<file path="src/rtl/crc_pkg.sv">
package crc_pkg;

  localparam int          CRC_W    = 32;
  localparam int          BYTE_W   = 8;
  localparam int          SRC_W    = 4;
  localparam int          ADDR_W   = 2;
  localparam logic [31:0] CRC_POLY = 32'hEDB88320;
  localparam logic [31:0] CRC_SEED = 32'hFFFF_FFFF;

  typedef enum logic [1:0] {
    SK_OFF   = 2'd0,
    SK_IO    = 2'd1,
    SK_FLASH = 2'd2,
    SK_DMA   = 2'd3
  } src_kind_e;

  typedef enum logic [ADDR_W-1:0] {
    RA_CTRL   = 2'd0,
    RA_STATUS = 2'd1,
    RA_DATA   = 2'd2,
    RA_SPARE  = 2'd3
  } reg_addr_e;

  // Map a source code to the kind of session it starts.
  function automatic src_kind_e kind_of(logic [SRC_W-1:0] code, int n_dma);
    src_kind_e k;
    k = SK_OFF;
    if (code[3]) begin
      k = SK_OFF;
    end else if (code[2]) begin
      if (int'(code[1:0]) < n_dma) k = SK_DMA;
    end else if (code[1:0] == 2'b01) begin
      k = SK_IO;
    end else if (code[1:0] == 2'b10) begin
      k = SK_FLASH;
    end
    return k;
  endfunction

endpackage

</file>
<file path="src/rtl/crc_rst_sync.sv">
module crc_rst_sync (
  input  logic clk,
  input  logic rst_n,
  output logic rst_n_sync
);

  logic [1:0] sync_q;

  always_ff @(posedge clk or negedge rst_n) begin
    if (!rst_n) sync_q <= 2'b00;
    else        sync_q <= {sync_q[0], 1'b1};
  end

  assign rst_n_sync = sync_q[1];

endmodule

</file>
<file path="src/rtl/crc_byte_fold.sv">
module crc_byte_fold #(
  parameter int          W    = 32,
  parameter int          DW   = 8,
  parameter logic [W-1:0] POLY = 32'hEDB88320
) (
  input  logic [W-1:0]  crc_i,
  input  logic [DW-1:0] byte_i,
  output logic [W-1:0]  crc_o
);

  logic [W-1:0] stage [0:DW];

  assign stage[0] = crc_i ^ {{(W-DW){1'b0}}, byte_i};

  for (genvar g = 0; g < DW; g++) begin : g_bit
    assign stage[g+1] = stage[g][0] ? ((stage[g] >> 1) ^ POLY) : (stage[g] >> 1);
  end

  assign crc_o = stage[DW];

endmodule

</file>
<file path="src/rtl/crc_core.sv">
module crc_core #(
  parameter int          W    = 32,
  parameter int          DW   = 8,
  parameter logic [W-1:0] POLY = 32'hEDB88320,
  parameter logic [W-1:0] SEED = 32'hFFFF_FFFF
) (
  input  logic          clk,
  input  logic          rst_n,
  input  logic          load_i,
  input  logic          fold_i,
  input  logic [DW-1:0] byte_i,
  output logic [W-1:0]  crc_q_o,
  output logic [W-1:0]  crc_d_o
);

  logic [W-1:0] crc_q, crc_d, folded;
  logic         crc_en;

  crc_byte_fold #(.W(W), .DW(DW), .POLY(POLY)) u_fold (
    .crc_i  (crc_q),
    .byte_i (byte_i),
    .crc_o  (folded)
  );

  always_comb begin
    crc_d  = crc_q;
    crc_en = load_i | fold_i;
    if (load_i)      crc_d = SEED;
    else if (fold_i) crc_d = folded;
  end

  always_ff @(posedge clk or negedge rst_n) begin
    if (!rst_n)      crc_q <= SEED;
    else if (crc_en) crc_q <= crc_d;
  end

  assign crc_q_o = crc_q;
  assign crc_d_o = crc_d;

endmodule

</file>
<file path="src/rtl/crc_src_ctrl.sv">
module crc_src_ctrl
  import crc_pkg::*;
#(
  parameter int N_DMA = 4
) (
  input  logic             clk,
  input  logic             rst_n,
  input  logic             sel_we_i,
  input  logic [SRC_W-1:0] sel_code_i,
  input  logic             sw_clr_i,
  input  logic [N_DMA-1:0] dma_done_i,
  input  logic [N_DMA-1:0] dma_abort_i,
  input  logic             flash_done_i,
  input  logic             crc_next_zero_i,
  output logic [SRC_W-1:0] src_o,
  output logic             busy_o,
  output logic             zero_o
);

  logic [SRC_W-1:0] src_q, src_d;
  logic             busy_q, busy_d;
  logic             zero_q, zero_d;
  logic             state_en;
  src_kind_e        kind_q;
  logic [N_DMA-1:0] ch_hit;
  logic             dma_fin, finish;

  assign kind_q = kind_of(src_q, N_DMA);

  for (genvar g = 0; g < N_DMA; g++) begin : g_ch
    assign ch_hit[g] = (src_q[1:0] == 2'(g)) & (dma_done_i[g] | dma_abort_i[g]);
  end

  assign dma_fin = |ch_hit;

  always_comb begin
    unique case (kind_q)
      SK_IO:    finish = sw_clr_i;
      SK_FLASH: finish = flash_done_i;
      SK_DMA:   finish = dma_fin;
      default:  finish = 1'b0;
    endcase
  end

  always_comb begin
    src_d    = src_q;
    busy_d   = busy_q;
    zero_d   = zero_q;
    state_en = 1'b0;
    if (sel_we_i) begin
      src_d    = sel_code_i;
      busy_d   = (kind_of(sel_code_i, N_DMA) != SK_OFF);
      zero_d   = 1'b0;
      state_en = 1'b1;
    end else if (busy_q && finish) begin
      busy_d   = 1'b0;
      zero_d   = crc_next_zero_i;
      state_en = 1'b1;
    end
  end

  always_ff @(posedge clk or negedge rst_n) begin
    if (!rst_n) begin
      src_q  <= '0;
      busy_q <= 1'b0;
      zero_q <= 1'b0;
    end else if (state_en) begin
      src_q  <= src_d;
      busy_q <= busy_d;
      zero_q <= zero_d;
    end
  end

  assign src_o  = src_q;
  assign busy_o = busy_q;
  assign zero_o = zero_q;

endmodule

</file>
<file path="src/rtl/crc_periph.sv">
module crc_periph
  import crc_pkg::*;
#(
  parameter int          N_DMA = 4,
  parameter logic [31:0] POLY  = CRC_POLY,
  parameter logic [31:0] SEED  = CRC_SEED
) (
  input  logic              clk,
  input  logic              rst_n,
  input  logic [ADDR_W-1:0] addr,
  input  logic              wr_en,
  input  logic [BYTE_W-1:0] wr_data,
  output logic [BYTE_W-1:0] rd_data,
  input  logic [N_DMA-1:0]  dma_done,
  input  logic [N_DMA-1:0]  dma_abort,
  input  logic              flash_done,
  output logic [CRC_W-1:0]  checksum,
  output logic [CRC_W-1:0]  checksum_inv
);

  logic             rst_n_sync;
  logic             sel_we, sw_clr, dat_we, fold_en;
  logic [SRC_W-1:0] src_w;
  logic             busy_w, zero_w;
  logic [CRC_W-1:0] crc_q, crc_d;

  crc_rst_sync u_rst (
    .clk        (clk),
    .rst_n      (rst_n),
    .rst_n_sync (rst_n_sync)
  );

  assign sel_we  = wr_en && (addr == RA_CTRL);
  assign sw_clr  = wr_en && (addr == RA_STATUS) && wr_data[0];
  assign dat_we  = wr_en && (addr == RA_DATA);
  assign fold_en = dat_we && busy_w;

  crc_core #(.W(CRC_W), .DW(BYTE_W), .POLY(POLY), .SEED(SEED)) u_core (
    .clk     (clk),
    .rst_n   (rst_n_sync),
    .load_i  (sel_we),
    .fold_i  (fold_en),
    .byte_i  (wr_data),
    .crc_q_o (crc_q),
    .crc_d_o (crc_d)
  );

  crc_src_ctrl #(.N_DMA(N_DMA)) u_ctrl (
    .clk             (clk),
    .rst_n           (rst_n_sync),
    .sel_we_i        (sel_we),
    .sel_code_i      (wr_data[SRC_W-1:0]),
    .sw_clr_i        (sw_clr),
    .dma_done_i      (dma_done),
    .dma_abort_i     (dma_abort),
    .flash_done_i    (flash_done),
    .crc_next_zero_i (crc_d == '0),
    .src_o           (src_w),
    .busy_o          (busy_w),
    .zero_o          (zero_w)
  );

  always_comb begin
    rd_data = '0;
    unique case (addr)
      RA_CTRL:   rd_data[SRC_W-1:0] = src_w;
      RA_STATUS: rd_data[1:0]       = {zero_w, busy_w};
      default:   rd_data            = '0;
    endcase
  end

  assign checksum     = crc_q;
  assign checksum_inv = ~crc_q;

endmodule

</file>
<file path="config.mk">
export PLATFORM = sky130hd
export DESIGN_NAME = crc_periph
export DESIGN_NICKNAME = d
export VERILOG_FILES = /design/src/rtl/crc_pkg.sv /design/src/rtl/crc_rst_sync.sv /design/src/rtl/crc_byte_fold.sv /design/src/rtl/crc_core.sv /design/src/rtl/crc_src_ctrl.sv /design/src/rtl/crc_periph.sv
export SDC_FILE = /design/constraint.sdc
export NUM_CORES = 1
export LEC_CHECK = 0
export ABC_CLOCK_PERIOD_IN_PS = 1900
export BUFFER_PORTS_ARGS = -buffer_cell sky130_fd_sc_hd__buf_4
export CAP_MARGIN = 5
export CORE_UTILIZATION = 52
export CTS_CLUSTER_SIZE = 28
export DETAILED_ROUTE_END_ITERATION = 6
export PLACE_DENSITY = 0.81
export SYNTH_ARGS = -nofsm -noshare
export SYNTH_HDL_FRONTEND = slang
export SYNTH_SLANG_ARGS = --single-unit
</file>
<file path="constraint.sdc">
create_clock -name clk -period 1.9 [get_ports clk]
set_clock_uncertainty 0.2 [all_clocks]
set_input_delay 0.095 -clock clk [delete_from_list [all_inputs] [get_ports clk]]
set_output_delay 0.095 -clock clk [all_outputs]
set_load 0.1 [all_outputs]
</file>
==> impl_metrics.py, run 1 <==
metrics = {
    "logic_synthesis": {
        "post_synth_inst_count": 314,
        "yosys.area.top_type": "dfstp_2",
        "post-synth-top-count-cell": "xnor2_1",
        "async_reset_ff_share_pct": 100.0,
        "synthTopCellsByArea": "dfstp_2, xnor2_1, dfrtp_1",
        "ys_types": 55,
        "ys_ff_latch": 40,
        "seq_area_frac_synth_pct": 33.90,
        "yosys_warnings": 0,
        "synth-edff-count": 0,
        "avgSynthCellArea_um2": 9.778,
        "syn_area_um2": 3070,
        "synth_top_area_share_pct": 27.38,
        "ys.flop_type": "dfstp_2",
        "synth_commonest_cells": "xnor2_1, inv_1, nor2_1",
    },
    "timing": {
        "crit_endpoint": "u_ctrl.zero_o$_DFFE_PN0P_/D",
        "worstEpCategory": "sequential cell input",
    },
    "floorplan": {
        "initial_core_util_pct": 54.75,
        "fp.dieH_um": 78.84,
        "pin_count": 94,
        "row_count": 27,
        "fp.dieW_um": 78.84,
    },
    "clock_network": {
        "clockBufferDepth": 2,
        "cts_root_buf": "clkbuf_8",
        "ctsHtreeMaxLevel": 2,
        "cts.sinks": 40,
        "tritoncts.num_buffers": 5,
    },
    "status": {
        "lastStage": "5_1_grt",
        "first-error": "[ERROR DPL-0038] Utilization greater than 100%, impossible to legalize",
        "status": "stopped before the end",
    },
    "place": {
        "dp_hpwl_mm": 8.211,
        "globalplace.congestion": 0.9788,
        "io_buffers": 89,
    },
    "grt": {
        "grt_start_max_net_pins": 39,
    },
}
## what timing repair did
| action | in CTS |
|---|---|
| endpoints found under the setup margin | 27 |
| endpoints found under the hold margin | 5 |
| hold buffers | 4 |
| pin swaps | 18 |
| buffers inserted | 13 |
| resized for setup | 47 |
| gates cloned | 0 |
## kinds of logic after synthesis
group | count (synthesis) | synth area share [%]
simple gates | 77 | 13.00
other cells | 2 | 0.2446
xor+xnor | 75 | 30.24
mux | 6 | 2.078
compound gates | 64 | 13.28
buf+inv | 50 | 7.254
flops | 40 | 33.90
## stage by stage
stage                     instances  setup slack (ps)  hold slack, ps  instance area [um^2]  utilization (%)
after floorplan                 317            -950.7          -400.6                  3316                -
after global placement          584            -663.0          -322.5                  4896            87.30
after detailed placement        584            -783.2          -321.8                  4896            87.30
after CTS                       604            -757.2           5.439                  5378            95.89
==> run 2, diff against run 1 <==
--- a/config.mk
+++ b/config.mk
@@ -8,10 +8,9 @@
 export ABC_CLOCK_PERIOD_IN_PS = 1900
 export BUFFER_PORTS_ARGS = -buffer_cell sky130_fd_sc_hd__buf_4
 export CAP_MARGIN = 5
-export CORE_UTILIZATION = 52
-export CTS_CLUSTER_SIZE = 28
+export CORE_UTILIZATION = 40
 export DETAILED_ROUTE_END_ITERATION = 6
-export PLACE_DENSITY = 0.81
+export PLACE_DENSITY_LB_ADDON = 0.15
 export SYNTH_ARGS = -nofsm -noshare
 export SYNTH_HDL_FRONTEND = slang
 export SYNTH_SLANG_ARGS = --single-unit
==> run 2 against run 1 <==
The flow now finishes, with violations (negative setup slack). Synthesized cell count unchanged. Area after synthesis unchanged.
==> impl_metrics.py, run 2 <==
metrics = {
    "logic_synthesis": {
        "synth_commonest_cells": "xnor2_1, inv_1, nor2_1",
        "synth_top_area_share_pct": 27.38,
        "synth_compound_area_share_pct": 13.28,
        "avgSynthCellArea_um2": 9.778,
        "post-synth-top-count-cell": "xnor2_1",
        "synth_top_family_by_area": "XOR/XNOR gates",
        "ys.flop_type": "dfstp_2",
        "yosys.area_share.simple_pct": 13.00,
        "synthTopCellsByArea": "dfstp_2, xnor2_1, dfrtp_1",
        "async_reset_ff_share_pct": 100.0,
        "ys_ff_latch": 40,
        "yosys.area.top_type": "dfstp_2",
        "ys_types": 55,
        "synth-edff-count": 0,
        "synthXorXnorAreaFrac_pct": 30.24,
        "syn_area_um2": 3070,
        "synthMuxAreaShare_pct": 2.078,
        "yosys_warnings": 0,
        "seq_area_frac_synth_pct": 33.90,
        "yosys.area_share.adder_pct": 0,
        "post_synth_inst_count": 314,
    },
    "timing": {
        "worst_slew_pin_slew_ps": 515.2,
        "fmax_ghz": 0.3544,
        "fin_crit_sh_pct": 148.5,
        "rsz0062_at_grt": "true",
        "finalCriticalPeriod_ps": 2822,
        "relSlewSlack_pct": 65.65,
        "drv_slew": 0,
        "fin_ws_ps": -921.7,
        "setup_viol": 23,
        "hold_viol": 0,
    },
    "clock_network": {
        "tritoncts.num_buffers": 5,
        "cts.sinks": 40,
        "clk_latency_ps": 310,
        "clkTransAtPathRegs_ps": 90,
        "cts_root_buf": "clkbuf_8",
        "clockBufferDepth": 2,
        "ctsHtreeMaxLevel": 2,
        "cts_tree": "built",
    },
    "status": {
        "status": "finished, violations left",
        "violations": "negative setup slack",
    },
    "floorplan": {
        "die_area_um2": 8031,
        "fp.dieW_um": 89.62,
        "initial_core_util_pct": 41.88,
        "row_count": 31,
        "fp.dieH_um": 89.62,
        "core_area_um2": 7331,
        "pin_count": 94,
    },
    "finish": {
        "final_common_cell": "buf_4",
        "postLayoutCoreUtil_pct": 79.07,
        "nets": 555,
        "syn_to_final_growth_pct": 88.79,
        "largest_register_ffs": 32,
        "antenna_cells": 0,
        "drive_gt1_share_pct": 65.92,
        "finalInstanceArea_um2": 5797,
        "layout_common_cells": "buf_4, nor2_1, inv_1",
    },
    "detailed_routing": {
        "num_vias": 3249,
        "wl_per_cell_um": 18.51,
        "dr.pass1.iters": 4,
        "antenna_left": 0,
        "via_per_inst": 5.133,
        "routed_wl_mm": 11.72,
        "drt_first_iter_violations": 226,
        "post-route-drc-count": 0,
    },
    "min_path": {
        "hp-start": "wr_data[1]",
        "hold_class": "input port to flip-flop",
    },
    "worst_setup_path": {
        "end_kind": "flip-flop",
        "crit_start": "u_core.crc_q_o[0]",
        "path_class": "flip-flop to flip-flop",
        "crit_arrival_ps": 2840,
        "required_ps": 1920,
        "path_max_fanout": 4,
        "reg2reg_from": "u_core.crc_q_o[0]",
        "crit_path_start_kind": "flip-flop",
    },
    "place": {
        "dpl_cell_area_um2": 4912,
        "io_buffers": 89,
        "dp_hpwl_mm": 7.676,
        "globalplace.congestion": 0.8907,
    },
    "grt": {
        "grt_pass1_wl_mm": 16.30,
        "grt_overflow": 0,
        "gr-usage-all-layers_pct": 27.95,
        "antenna_found_initial": 0,
        "grt_pass1_vias": 3177,
        "grt_start_max_net_pins": 39,
    },
    "flow_run": {
        "cap_violations": 0,
    },
}
-- run 2: timing repair --
action | CTS | global route
resized for setup | 34 | 51
hold buffers | 5 | 0
pin swaps | 25 | 27
endpoints found under the hold margin | 6 | 0
setup endpoints to repair | 26 | 28
buffers inserted | 12 | 7
-- run 2: per-layer routing --
| layer | track usage (%) | wire length, um | vias to the layer above |
|---|---|---|---|
| li1 | - | - | 1480 |
| met1 | 34.51 | 4514 | 1576 |
| met2 | 48.42 | 6153 | 160 |
| met3 | 5.027 | 680 | 33 |
| met4 | 11.11 | 369 | 0 |
| met5 | 0 | 0 | - |
-- run 2: cell type report --
| class | instances | area, um^2 |
|---|---|---|
| tap | 99 | 123.9 |
| inverter | 37 | 183.9 |
| sequential | 40 | 1116 |
| timing repair buffer | 222 | 1861 |
| clock inverter | 3 | 90.09 |
| clock buffer | 5 | 68.82 |
| multi-input combinational | 227 | 2354 |
| fill | 446 | 1534 |
-- run 2: worst paths after layout --
path / slack (ps) / end / cells past startpoint
max: -920 / u_ctrl.zero_o / 8
min: 1 / u_ctrl.src_o[1] / 3
max reg2reg: -920 / u_ctrl.zero_o / 8
min reg2reg: 120 / u_ctrl.zero_o / 1
max in group asynchronous: 930 / u_rst.sync_q[0] / 3
min in group asynchronous: 120 / u_ctrl.zero_o / 1
-- run 2: cell families after synthesis --
group,Yosys count
other,2
and+or+nand+nor,77
DFF,40
buffers and inverters,50
xor gates and xnor gates,75
muxes,6
AOI/OAI and AO/OA,64
-- run 2: metrics by stage --
step | setup slack, ps | TNS [ps] | instances | hold WS [ps]
after detailed placement | -728.0 | -5414 | 607 | -321.2
after floorplan | -950.7 | -8427 | 317 | -400.6
after global placement | -724.7 | -5042 | 607 | -322.5
final | -921.7 | -6448 | 633 | 1.053
after global routing | -948.0 | -7580 | 633 | 24.34
after CTS | -751.9 | -5392 | 629 | 5.441
-- run 2: critical path, cell delays in order (launching register included) --
cell and delay [ps]:
dfstp_4 660, xnor2_4 170, xnor3_2 470, xnor2_4 180
xnor2_1 200, a22o_1 260, a211oi_2 230, nand4_1 150
o31ai_2 210
Power of run 2 is left out: the tool's default activity adds up to more than one toggle a clock period on the data nets, which glitch-free logic cannot reach.
